**config.mk**
```make
export PLATFORM = sky130hd
export DESIGN_NAME = ssadc_ctrl
export DESIGN_NICKNAME = d
export VERILOG_FILES = /design/src/rtl/ssadc_ctrl.sv
export SDC_FILE = /design/constraint.sdc
export NUM_CORES = 1
export LEC_CHECK = 0
export BUFFER_PORTS_ARGS = -buffer_cell sky130_fd_sc_hd__clkbuf_2
export CORE_MARGIN = 5
export CORE_UTILIZATION = 58
export CTS_CLUSTER_DIAMETER = 40
export CTS_CLUSTER_SIZE = 24
export DETAILED_ROUTE_END_ITERATION = 7
export GPL_TIMING_DRIVEN = 0
export PLACE_DENSITY_LB_ADDON = 0.25
export SYNTH_ARGS = -nofsm -noshare
export SYNTH_HDL_FRONTEND = slang
export SYNTH_SLANG_ARGS = --single-unit
```
**constraint.sdc**
```tcl
create_clock -name clk -period 4.1 [get_ports clk]
set_input_delay 0.41 -clock clk [delete_from_list [all_inputs] [get_ports clk]]
set_output_delay 0.41 -clock clk [all_outputs]
set_load 0.03 [all_outputs]
```
**src/rtl/ssadc_ctrl.sv**
```systemverilog
module ssadc_ctrl #(
  parameter int CH       = 10,
  parameter int DW       = 12,
  parameter int DIVW     = 8,
  parameter int PWR_HOLD = 4
) (
  input  logic              clk,
  input  logic              rst_n,
  input  logic [1:0]        own_sw,
  input  logic [1:0]        sw_start,
  input  logic [1:0]        alt_start,
  input  logic [2*CH-1:0]   sw_map,
  input  logic [2*CH-1:0]   alt_map,
  input  logic [1:0]        inv_en,
  input  logic [3:0]        width_sel,
  input  logic [2*DIVW-1:0] clk_div,
  input  logic [1:0]        pwr_mode,
  input  logic [1:0]        conv_done,
  input  logic [2*DW-1:0]   conv_raw,
  output logic [1:0]        conv_req,
  output logic [2*CH-1:0]   pad_en,
  output logic [1:0]        conv_clk_en,
  output logic              conv_pwr,
  output logic [1:0]        busy,
  output logic [1:0]        done,
  output logic [2*DW-1:0]   result
);
  localparam int HW = $clog2(PWR_HOLD + 1);

  logic [HW-1:0] hold_q;

  for (genvar u = 0; u < 2; u++) begin : g_unit
    logic          start_q, busy_q, done_q, stb_q;
    logic [CH-1:0] pad_q;
    logic [DW-1:0] res_q, raw_v, fmt;
    logic [DIVW-1:0] cnt_q, div_v, lim;
    logic          eff_start, map_ok, launch, finish, wrap;
    logic [CH-1:0] eff_map;

    assign eff_start = own_sw[u] ? sw_start[u] : alt_start[u];
    assign eff_map   = own_sw[u] ? sw_map[u*CH +: CH] : alt_map[u*CH +: CH];
    assign map_ok    = (eff_map != '0) && ((eff_map & (eff_map - 1'b1)) == '0);
    assign launch    = eff_start & ~start_q & map_ok & ~busy_q;
    assign finish    = busy_q & conv_done[u];

    assign raw_v = inv_en[u] ? ~conv_raw[u*DW +: DW] : conv_raw[u*DW +: DW];
    assign fmt   = raw_v >> (2'd3 - width_sel[2*u +: 2]);

    always_ff @(posedge clk or negedge rst_n) begin
      if (!rst_n) begin
        start_q <= 1'b0;
        busy_q  <= 1'b0;
        done_q  <= 1'b0;
        pad_q   <= '0;
        res_q   <= '0;
      end else begin
        start_q <= eff_start;
        if (launch) begin
          busy_q <= 1'b1;
          done_q <= 1'b0;
          pad_q  <= eff_map;
        end else if (finish) begin
          busy_q <= 1'b0;
          done_q <= 1'b1;
          pad_q  <= '0;
          res_q  <= fmt;
        end
      end
    end

    assign div_v = clk_div[u*DIVW +: DIVW];
    assign lim   = (div_v == '0) ? '0 : div_v - 1'b1;
    assign wrap  = cnt_q >= lim;

    always_ff @(posedge clk or negedge rst_n) begin
      if (!rst_n) begin
        cnt_q <= '0;
        stb_q <= 1'b0;
      end else begin
        stb_q <= wrap;
        cnt_q <= wrap ? '0 : cnt_q + 1'b1;
      end
    end

    assign conv_req[u]          = busy_q;
    assign busy[u]              = busy_q;
    assign done[u]              = done_q;
    assign pad_en[u*CH +: CH]   = pad_q;
    assign result[u*DW +: DW]   = res_q;
    assign conv_clk_en[u]       = stb_q;
  end

  always_ff @(posedge clk or negedge rst_n) begin
    if (!rst_n)          hold_q <= '0;
    else if (|busy)      hold_q <= HW'(PWR_HOLD);
    else if (hold_q != 0) hold_q <= hold_q - 1'b1;
  end

  assign conv_pwr = pwr_mode[1] ? pwr_mode[0] : ((|busy) | (hold_q != '0));
endmodule

```
==> impl_metrics.toml <==
[place]
io_buffer_count = 150
dp_slack_ns = 0.985
dp_hpwl_um = 11800
dpl_cell_area_um2 = 6320
dpl.cell_count = 881
gp_congestion = 0.896

[cts]
clk_path_buf_depth = 2
cts_tree = "done"
numCtsBuffers = 9
cts_setup_buffers = 0
insertion_delay_ns = 0.35
clk_pin_slew_ns = 0.09
clock-sinks = 71
root_buffer = "clkbuf_8"
cts_resized = 0
hold_buffers = 1
cts_max_level = 3

[yosys]
ys.warnings.count = 0
synth_edf_count = 0
synthCells = 619
yosys.cell_types.count = 60
synth_area_um2 = 5400
synth.avg_cell_area_um2 = 8.72
ys.flop_type = "dfrtp_1"
ys_async_sr_fraction = 1.00
yosysSeqAreaShare = 0.329
ys_ff_latch = 71
synth_nets = 739

[worst_setup_path]
worstSetupStartpointType = "input port"
critPathMaxFanout = 9
cp.required_ns = 4.34
path_class = "input port to flip-flop"
critPathArrivalTime_ns = 2.99
crit_path_end_kind = "flip-flop"

[power]
power_density_nw_per_um2 = 365
p_leak_nw = 3.12
vdd_drop_max_mv = 0.165

[detailed_routing]
routed_wl_um = 15200
wire_per_inst_um = 16.9
via_per_inst = 6.03
route.detailed.drc = 0
drtAntennaViolNets = 0
drtIter0Drc = 270
dr.pass1.iters = 4
vias = 5415

[floorplan]
core_um2 = 9150
rows = 35
die_area_um2 = 11300
start_util = 0.590
die_w_um = 106
die_h_um = 106
ios = 151

[global_route]
grt_pass1_wl_um = 25000
grt_antenna_before_repair = 0
track_usage = 0.266
grt_pass1_vias = 5355
overflow = 0
grt_start_max_net_pins = 62

[finish]
regArea_um2 = 1780
drive_above_1_share = 0.238
final_area_um2 = 6510
multi_input_area_um2 = 3350
antenna_cells = 0
nets = 902
final_cells = 898
fillers = 730
mostFrequentLayoutCell = "clkbuf_2"
area_growth_pct = 20.6
final_cell_mix = "clkbuf_2, dfrtp_1, nand2_1"

[run]
max-cap-violations = 0

[worst_hold_path]
hold_path.class = "input port to flip-flop"

[sta]
finalCritPeriodShare = 0.673
holdWs_ns = 0.280
finalSetupTns_ns = 0
min_period_ns = 2.76
max_slew_margin = 0.463
rsz0062_at_grt = "no"
tightest_slew_ns = 0.804
finalHoldViolCount = 0
finClkSkew_ns = 0.0185
worst_slack_ns = 1.34
slew_violations = 0
fmax_mhz = 363
setup_violations = 0

[run_status]
status = "complete, no violations"
## power breakdown
group / internal (mW) / total [mW] / switching [mW]
combinational: 0.377 / 0.911 / 0.534
clock: 0.254 / 0.526 / 0.272
sequential: 0.823 / 0.938 / 0.115
## per-layer routing
metal,part of all wire,track usage,wire (um),vias up
met4,0.016,0.0749,247,0
li1,-,-,-,2585
met5,0,0,0,-
met2,0.52,0.468,7820,195
met3,0.055,0.0443,827,21
met1,0.41,0.338,6260,2614
## synth_stat cells, types with 4 or more instances
master | instances | area share
nand4_1 | 10 | 0.012
nand3_1 | 23 | 0.021
a211oi_1 | 36 | 0.050
ha_1 | 22 | 0.051
nor2_1 | 35 | 0.024
nand2b_1 | 12 | 0.014
mux2i_1 | 62 | 0.11
o21ai_0 | 32 | 0.030
xor2_1 | 20 | 0.032
xnor2_1 | 25 | 0.041
clkbuf_1 | 25 | 0.017
a21o_1 | 6 | 0.0083
nand3b_1 | 10 | 0.014
nor3b_1 | 4 | 0.0056
nor3_1 | 13 | 0.012
buf_1 | 8 | 0.0056
inv_1 | 16 | 0.011
and3_1 | 5 | 0.0058
buf_4 | 9 | 0.013
a21oi_1 | 35 | 0.032
dfrtp_1 | 71 | 0.33
nand2_1 | 70 | 0.049
nor4_1 | 14 | 0.016
o211ai_1 | 5 | 0.0070
## sequential cells by signal, indices dropped and copies added, names as in the netlist
register and flops:
g_unit.res_q 24, g_unit.pad_q 20, g_unit.cnt_q 16, hold_q 3, g_unit.busy_q 2, g_unit.done_q 2
g_unit.start_q 2, g_unit.stb_q 2
## path summary, 6_finish.rpt
path	slack, ns	to	start	cells after the start
worst max-delay path	1.34	g_unit[0].cnt_q[3]$_DFF_PN0_	clk_div[3]	11
worst min-delay path	0.28	g_unit[0].start_q$_DFF_PN0_	sw_start[0]	2
worst max register to register	1.74	g_unit[1].pad_q[6]$_DFFE_PN0P_	g_unit[1].busy_q$_DFFE_PN0P_	7
worst min register to register	0.49	g_unit[0].res_q[4]$_DFFE_PN0P_	g_unit[0].res_q[4]$_DFFE_PN0P_	2
max in group asynchronous	3.08	hold_q[1]$_DFFE_PN0P_	rst_n	3
min in group asynchronous	0.46	g_unit[0].pad_q[4]$_DFFE_PN0P_	rst_n	2
## worst max-delay path, stage by stage
cell      delay [ns]
clkbuf_2        0.11
nor4_1          0.37
nand2_1         0.14
or3_1           0.42
and2_1          0.20
ha_1            0.25
nand2b_1        0.14
a21o_1          0.17
a21oi_1         0.14
o211ai_1        0.27
a211oi_1        0.36
## logic make-up after synthesis
group                    count (synthesis)  synth area share
AND/OR/NAND/NOR                        213             0.196
AO/OA/AOI/OAI                          143             0.179
flip-flops                              71             0.329
multiplexers                            65             0.121
buffers and inverters                   60            0.0503
XOR/XNOR                                45            0.0730
adder cells (fa/ha/maj)                 22            0.0510
## layout make-up
class / count / area share
Timing Repair Buffer: 152 / 0.121
Clock buffer: 12 / 0.0238
Multi-Input combinational cell: 488 / 0.515
Tap cell: 111 / 0.0213
Clock inverter: 4 / 0.00442
Sequential cell: 71 / 0.273
Buffer: 44 / 0.0325
Inverter: 16 / 0.00922
## metrics by stage
stage	total power [mW]	util
6_report	2.38	0.712
5_1_grt	2.55	0.712
4_1_cts	2.39	0.712
3_5_place_dp	1.86	0.690
3_3_place_gp	1.80	0.687
2_1_floorplan	1.56	-
Power figures use the tool's default switching activity.
